**config.mk**
```make
export PLATFORM = sky130hd
export DESIGN_NAME = xlate_top
export DESIGN_NICKNAME = d
export VERILOG_FILES = /design/src/rtl/xlate_pkg.sv /design/src/rtl/xlate_blk.sv /design/src/rtl/xlate_tlb.sv /design/src/rtl/xlate_top.sv
export SDC_FILE = /design/constraint.sdc
export NUM_CORES = 2
export LEC_CHECK = 0
export CORE_MARGIN = 2
export CORE_UTILIZATION = 57
export DETAILED_ROUTE_END_ITERATION = 10
export DONT_BUFFER_PORTS = 1
export PLACE_DENSITY = 0.75
export SYNTH_ARGS = -nofsm -noshare
export SYNTH_HDL_FRONTEND = slang
export SYNTH_SLANG_ARGS = --single-unit
```
**constraint.sdc**
```tcl
create_clock -name clk -period 3.6 [get_ports clk]
set_input_delay 0 -clock clk [delete_from_list [all_inputs] [get_ports clk]]
set_output_delay 0 -clock clk [all_outputs]
set_load 0.05 [all_outputs]
```
**src/rtl/xlate_pkg.sv**
```systemverilog
package xlate_pkg;
  typedef enum logic {
    SRC_PAGE  = 1'b0,
    SRC_BLOCK = 1'b1
  } src_e;

  localparam int unsigned WAYS = 2;
endpackage

```
**src/rtl/xlate_blk.sv**
```systemverilog
module xlate_blk #(
  parameter int unsigned BLK_N = 4,
  parameter int unsigned UP_W  = 15,
  parameter int unsigned MSK_W = 11,
  localparam int unsigned IDX_W = (BLK_N > 1) ? $clog2(BLK_N) : 1
) (
  input  logic             clk,
  input  logic             rst,
  input  logic             wr_en,
  input  logic [IDX_W-1:0] wr_idx,
  input  logic             wr_valid,
  input  logic [UP_W-1:0]  wr_ebase,
  input  logic [UP_W-1:0]  wr_pbase,
  input  logic [MSK_W-1:0] wr_mask,
  input  logic [UP_W-1:0]  ea_up,
  output logic             hit,
  output logic [UP_W-1:0]  pa_up
);
  localparam int unsigned FIX_W = UP_W - MSK_W;

  logic [BLK_N-1:0] vld_q;
  logic [UP_W-1:0]  eb_q [BLK_N];
  logic [UP_W-1:0]  pb_q [BLK_N];
  logic [UP_W-1:0]  mx_q [BLK_N];
  logic [BLK_N-1:0] match;
  logic [IDX_W-1:0] sel;

  // Valid bits carry a reset; the entry contents are plain storage
  always_ff @(posedge clk) begin
    if (rst) vld_q <= '0;
    else if (wr_en) vld_q[wr_idx] <= wr_valid;
  end

  always_ff @(posedge clk) begin
    if (wr_en) begin
      eb_q[wr_idx] <= wr_ebase;
      pb_q[wr_idx] <= wr_pbase;
      mx_q[wr_idx] <= {{FIX_W{1'b0}}, wr_mask};
    end
  end

  // One comparator per entry, all operating in parallel
  for (genvar i = 0; i < BLK_N; i++) begin : g_cmp
    assign match[i] = vld_q[i] && (((ea_up ^ eb_q[i]) & ~mx_q[i]) == '0);
  end

  // Lowest index wins: scan downward so the last assignment is the lowest match
  always_comb begin
    hit = 1'b0;
    sel = '0;
    for (int i = BLK_N - 1; i >= 0; i--) begin
      if (match[i]) begin
        hit = 1'b1;
        sel = IDX_W'(i);
      end
    end
  end

  assign pa_up = (pb_q[sel] & ~mx_q[sel]) | (ea_up & mx_q[sel]);

  // the chosen entry matches and no lower entry does
  a_r4_lowest_wins: assert property (@(posedge clk) disable iff (rst)
    hit |-> (match[sel] && ((match & ((BLK_N'(1) << sel) - BLK_N'(1))) == '0)));

  // an entry written invalid cannot match on the next cycle
  a_r10_invalid_silent: assert property (@(posedge clk) disable iff (rst)
    (wr_en && !wr_valid) |=> !match[$past(wr_idx)]);
endmodule

```
**src/rtl/xlate_tlb.sv**
```systemverilog
module xlate_tlb #(
  parameter int unsigned SETS  = 32,
  parameter int unsigned VPN_W = 20,
  parameter int unsigned PPN_W = 20,
  localparam int unsigned SET_W = $clog2(SETS),
  localparam int unsigned TAG_W = VPN_W - SET_W
) (
  input  logic             clk,
  input  logic             rst,
  input  logic             lk_en,
  input  logic [VPN_W-1:0] lk_vpn,
  output logic             hit,
  output logic [PPN_W-1:0] ppn,
  input  logic             pw_en,
  input  logic [VPN_W-1:0] pw_vpn,
  input  logic [PPN_W-1:0] pw_ppn
);
  import xlate_pkg::*;

  logic [SET_W-1:0] lk_set, pw_set;
  logic [TAG_W-1:0] lk_tag, pw_tag;
  logic [WAYS-1:0]  way_hit;
  logic [PPN_W-1:0] rd_ppn [WAYS];
  logic [SETS-1:0]  lru_q;
  logic             victim;
  logic             hit_way;

  assign lk_set = lk_vpn[SET_W-1:0];
  assign lk_tag = lk_vpn[VPN_W-1:SET_W];
  assign pw_set = pw_vpn[SET_W-1:0];
  assign pw_tag = pw_vpn[VPN_W-1:SET_W];
  assign victim = lru_q[pw_set];

  for (genvar w = 0; w < WAYS; w++) begin : g_way
    logic [TAG_W-1:0] tag_m [SETS];
    logic [PPN_W-1:0] ppn_m [SETS];
    logic [SETS-1:0]  vld_q;
    logic             wr_here;

    assign wr_here = pw_en && (victim == w[0]);

    // Tag and frame arrays: write-only in clocked logic, read asynchronously
    always_ff @(posedge clk) begin
      if (wr_here) begin
        tag_m[pw_set] <= pw_tag;
        ppn_m[pw_set] <= pw_ppn;
      end
    end

    always_ff @(posedge clk) begin
      if (rst) vld_q <= '0;
      else if (wr_here) vld_q[pw_set] <= 1'b1;
    end

    assign way_hit[w] = vld_q[lk_set] && (tag_m[lk_set] == lk_tag);
    assign rd_ppn[w]  = ppn_m[lk_set];
  end

  assign hit     = |way_hit;
  assign hit_way = !way_hit[0];
  assign ppn     = rd_ppn[hit_way];

  // LRU bit names the way to replace; a refill's update comes last and wins
  always_ff @(posedge clk) begin
    if (rst) lru_q <= '0;
    else begin
      if (lk_en && hit) lru_q[lk_set] <= !hit_way;
      if (pw_en)        lru_q[pw_set] <= !victim;
    end
  end

  // the refilled way is most recently used afterwards
  a_r8_refill_mru: assert property (@(posedge clk) disable iff (rst)
    pw_en |=> (lru_q[$past(pw_set)] != $past(victim)));

  // a page hit leaves the other way as replacement candidate
  a_r9_hit_lru: assert property (@(posedge clk) disable iff (rst)
    (lk_en && hit && !(pw_en && pw_set == lk_set)) |=> (lru_q[$past(lk_set)] != $past(hit_way)));
endmodule

```
**src/rtl/xlate_top.sv**
```systemverilog
module xlate_top #(
  parameter int unsigned EA_W    = 32,
  parameter int unsigned BLK_N   = 4,
  parameter int unsigned BLK_MIN = 17,
  parameter int unsigned BLK_MAX = 28,
  parameter int unsigned PG_W    = 12,
  parameter int unsigned SETS    = 32,
  localparam int unsigned UP_W  = EA_W - BLK_MIN,
  localparam int unsigned MSK_W = BLK_MAX - BLK_MIN,
  localparam int unsigned VPN_W = EA_W - PG_W,
  localparam int unsigned IDX_W = (BLK_N > 1) ? $clog2(BLK_N) : 1
) (
  input  logic             clk,
  input  logic             rst,
  input  logic             lk_valid,
  input  logic [EA_W-1:0]  lk_ea,
  input  logic             bw_en,
  input  logic [IDX_W-1:0] bw_idx,
  input  logic             bw_valid,
  input  logic [UP_W-1:0]  bw_ebase,
  input  logic [UP_W-1:0]  bw_pbase,
  input  logic [MSK_W-1:0] bw_mask,
  input  logic             pw_en,
  input  logic [VPN_W-1:0] pw_vpn,
  input  logic [VPN_W-1:0] pw_ppn,
  output logic             res_valid,
  output logic             res_hit,
  output logic             res_miss,
  output logic             res_src,
  output logic [EA_W-1:0]  res_pa
);
  import xlate_pkg::*;

  logic             blk_hit;
  logic [UP_W-1:0]  blk_pa;
  logic             pg_hit;
  logic [VPN_W-1:0] pg_ppn;
  logic             any_hit;

  xlate_blk #(.BLK_N(BLK_N), .UP_W(UP_W), .MSK_W(MSK_W)) u_blk (
    .clk(clk), .rst(rst),
    .wr_en(bw_en), .wr_idx(bw_idx), .wr_valid(bw_valid),
    .wr_ebase(bw_ebase), .wr_pbase(bw_pbase), .wr_mask(bw_mask),
    .ea_up(lk_ea[EA_W-1:BLK_MIN]),
    .hit(blk_hit), .pa_up(blk_pa)
  );

  xlate_tlb #(.SETS(SETS), .VPN_W(VPN_W), .PPN_W(VPN_W)) u_tlb (
    .clk(clk), .rst(rst),
    .lk_en(lk_valid), .lk_vpn(lk_ea[EA_W-1:PG_W]),
    .hit(pg_hit), .ppn(pg_ppn),
    .pw_en(pw_en), .pw_vpn(pw_vpn), .pw_ppn(pw_ppn)
  );

  assign any_hit = blk_hit || pg_hit;

  always_ff @(posedge clk) begin
    if (rst) begin
      res_valid <= 1'b0;
      res_hit   <= 1'b0;
      res_miss  <= 1'b0;
      res_src   <= SRC_PAGE;
      res_pa    <= '0;
    end else begin
      res_valid <= lk_valid;
      res_hit   <= lk_valid && any_hit;
      res_miss  <= lk_valid && !any_hit;
      res_src   <= blk_hit ? SRC_BLOCK : SRC_PAGE;
      res_pa    <= blk_hit ? {blk_pa, lk_ea[BLK_MIN-1:0]} : {pg_ppn, lk_ea[PG_W-1:0]};
    end
  end

  // one-cycle registered result
  a_r2_valid_follows: assert property (@(posedge clk) disable iff (rst)
    lk_valid |=> res_valid);
  a_r2_no_spurious: assert property (@(posedge clk) disable iff (rst)
    !lk_valid |=> !res_valid);

  // hit and miss are exclusive and complete on a valid result
  a_r7_hit_xor_miss: assert property (@(posedge clk) disable iff (rst)
    res_valid |-> (res_hit != res_miss));
  a_r7_quiet_idle: assert property (@(posedge clk) disable iff (rst)
    !res_valid |-> (!res_hit && !res_miss));

  // a block hit decides the source even when the page path also hits
  a_r6_block_first: assert property (@(posedge clk) disable iff (rst)
    (lk_valid && blk_hit) |=> (res_hit && res_src == SRC_BLOCK));
endmodule

```
==> results.md <==
- Drt first pass iters: 7
- DPL Wire Length: 140 mm
- Max-cap violations: 0
- Leakage Power: 36.1 nW
- Clock skew: 66.7 ps
- Via/cell ratio: 6.94
- Drt initial violations: 9310
- WP data required: 4400 ps
- Final WL: 273 mm
- Placer's final routability congestion estimate: 0.930
- Flops & latches, synth: 2540
- Setup Crit Path Kind: in -> reg
- Dominant synthesized flop cell: edfxtp_1
- Fin. Hold Viols: 0
- Worst-path clk slew: 70 ps
- Async set-reset flop share out of synthesis: 0
- Status: finished with violations
- Starting Density: 0.573
- Pwr/cell area: 540 nW/um2
- Startpoint types: input pin
- Slowest-stage cell, CP: mux2i_1
- Crit-path cells: mux2i_1 -> o22ai_1 -> nor4_1 -> nand2_1 -> xnor2_1 -> nand4_1 -> nor4_4 -> buf_12 -> mux2_2 -> a22o_1 -> dlygate4sd3_1
- Worst rel slew slack: -3.11
- Tot GR Track Use: 0.312
- Slew Viols, Final: 926
- CTS tree: yes
- DIE AREA: 173000 um2
- Cells after Synth: 4969
- Initial antenna violation count: 12
- Die width: 416 um
- Final setup viols: 54
- Hold path cells: 2
- Top Ports: 157
- Max clock buf depth: 3
- Failing checks: max-slew violations, negative setup slack
- DR WL/cell: 35.4 um
- Die H: 416 um
- Area growth syn-to-layout: 14.6%
- Fin crit share: 1.65
- Post-route core utilization: 0.657
- H-tree depth: 4
- Synthesized area per cell: 19.5 um2
- Post-route DRC: 0
- Cell variety after synth: 38
- IO Port Bufs: 0
- Synth Cell Area: 96900 um2
- Slew @ Worst Pin: 6170 ps
- Site Rows: 151
- Register area share after synthesis: 0.773
- Dpl cells: 7045
- Non-Filler Instances: 7705
- Min cycle time layout: 5920 ps
- Most common cell after layout, fill and taps aside: edfxtp_1
- Total gr overflow: 0
- Crit path arrival time: 6720 ps
- Most frequent cells in the layout: edfxtp_1, mux2i_1, mux4_2
- TritonCTS Buffers: 231
- Clock root buffer: clkbuf_16
- Vias in the first global route: 52700
- Largest net degree at the start of global routing: 811
- Setup bufs post-CTS: 0
- Area of the core: 169000 um2
- TritonCTS Sinks: 2540
- Synth Warn #: 0
- Post-route ant nets: 0
- Critical path's largest stage delay: 1500 ps
- FILL cells: 10600
- First-pass GRT wire length: 383 mm
- HP Class: in -> reg
- Fmax: 169 MHz
- Critical path endpoint category: flip-flop
- Via count: 53500
- Final nets: 5408
- Share of cells above drive strength 1: 0.178
- Clock Latency Late Sink: 920 ps
- R2R cell count: 11
- Mapped Nets: 5090
- FF-to-FF setup slack: 20 ps
- Post-synth EDFFs: 2404
- Max Fanout on Critical Path: 810
- Setup ws final: -2320 ps
- VDD IR max: 568 uV
[power by group]
part | switching, mW | internal, mW | leakage (nW)
Clock | 11.0 | 13.2 | 3.59
Combinational | 1.53 | 1.38 | 9.76
Sequential | 0.238 | 32.6 | 22.8
[kinds of logic after synthesis]
family / share of synthesized area
buffers and inverters: 0.0138
AND/OR/NAND/NOR: 0.0296
AO/OA/AOI/OAI: 0.0393
flip-flops: 0.773
multiplexers: 0.136
XOR/XNOR: 0.00813
[routing by layer]
layer  vias up  global-route usage  part of all wire
met1     27500               0.418              0.36
met3       809              0.0646              0.11
met4         6               0.149             0.055
li1      21100                   -                 -
met2      4116               0.496              0.48
met5         -                   0           0.00016
[layout make-up]
type	instances	area, um2	share of cell area
clock inverters	137	1360	0.0123
flip-flops and latches	2540	74900	0.674
repair buffers	377	4670	0.0420
well taps	2218	2780	0.0250
clock buffers	286	6040	0.0543
diodes	10	25.0	0.000225
multi-input cells	2137	21300	0.192
[cells in the mapped netlist, drive strengths merged (6+ instances only)]
library cell / instances / area, um2
o21ai: 49 / 245
a22o: 20 / 175
mux4: 344 / 7750
nor4: 66 / 428
buf: 145 / 783
and3: 6 / 37.5
nand3: 40 / 200
nor2b: 15 / 93.8
clkbuf: 147 / 552
mux2: 24 / 270
edfxtp: 2404 / 72200
a22oi: 172 / 1290
o22ai: 258 / 1610
nand2: 120 / 450
nor2: 249 / 935
nand4bb: 6 / 67.6
nor3b: 10 / 75.1
nor3: 6 / 30.0
xnor2: 90 / 788
nand4: 53 / 332
dfxtp: 136 / 2720
o211ai: 26 / 195
a311oi: 32 / 280
mux2i: 520 / 5200
or3: 11 / 68.8
[path summary, 6_finish.rpt]
kind                                                            start                                    end
worst max-delay path                                        lk_ea[13]                  res_pa[14]$_SDFF_PP0_
worst min-delay path                                        pw_ppn[4]  u_tlb.g_way[0].ppn_m[26][4]$_DFFE_PP_
worst max register to register  u_tlb.g_way[0].tag_m[7][13]$_DFFE_PP_                  res_pa[14]$_SDFF_PP0_
worst min register to register   u_tlb.g_way[1].vld_q[1]$_SDFFE_PP0P_   u_tlb.g_way[1].vld_q[1]$_SDFFE_PP0P_
[per-stage QoR]
| stage | hold slack, ps | setup WS [ps] | setup TNS [ps] | power [mW] | area, um2 |
|---|---|---|---|---|---|
| after floorplan | 98.9 | 56.2 | 0 | 34.9 | 96900 |
| after global placement | 77.0 | 379 | 0 | 35.2 | 101000 |
| after detailed placement | 76.9 | 267 | 0 | 35.2 | 101000 |
| after CTS | 1.97 | 16.6 | 0 | 59.6 | 111000 |
| after global routing | -40.7 | -0.777 | -0.777 | 61.0 | 111000 |
| final | 62.8 | -2320 | -99500 | 60.0 | 111000 |
[what timing repair did]
| item | CTS | global route |
|---|---|---|
| endpoints found under the hold margin | 4002 | 0 |
| gates resized for setup | 0 | 10 |
| hold buffers | 227 | 0 |
| setup endpoints to repair | 0 | 1 |
[worst max-delay path: cells and delay by family]
kind | cells | cell delay, ps
AO/OA/AOI/OAI | 2 | 370
multiplexers | 2 | 1870
AND/OR/NAND/NOR | 4 | 1030
XOR/XNOR | 1 | 180
buffers and inverters | 2 | 820
[sequential cells by signal (all words and copies together) (netlist names)]
signal,flops
res_src,1
u_blk.vld_q,4
u_blk.pb_q,60
res_hit,1
u_tlb.g_way.vld_q,64
res_pa,32
res_valid,1
res_miss,1
u_blk.mx_q,44
u_blk.eb_q,60
u_tlb.g_way.ppn_m,1280
u_tlb.g_way.tag_m,960
u_tlb.lru_q,32
Power figures use the tool's default switching activity.
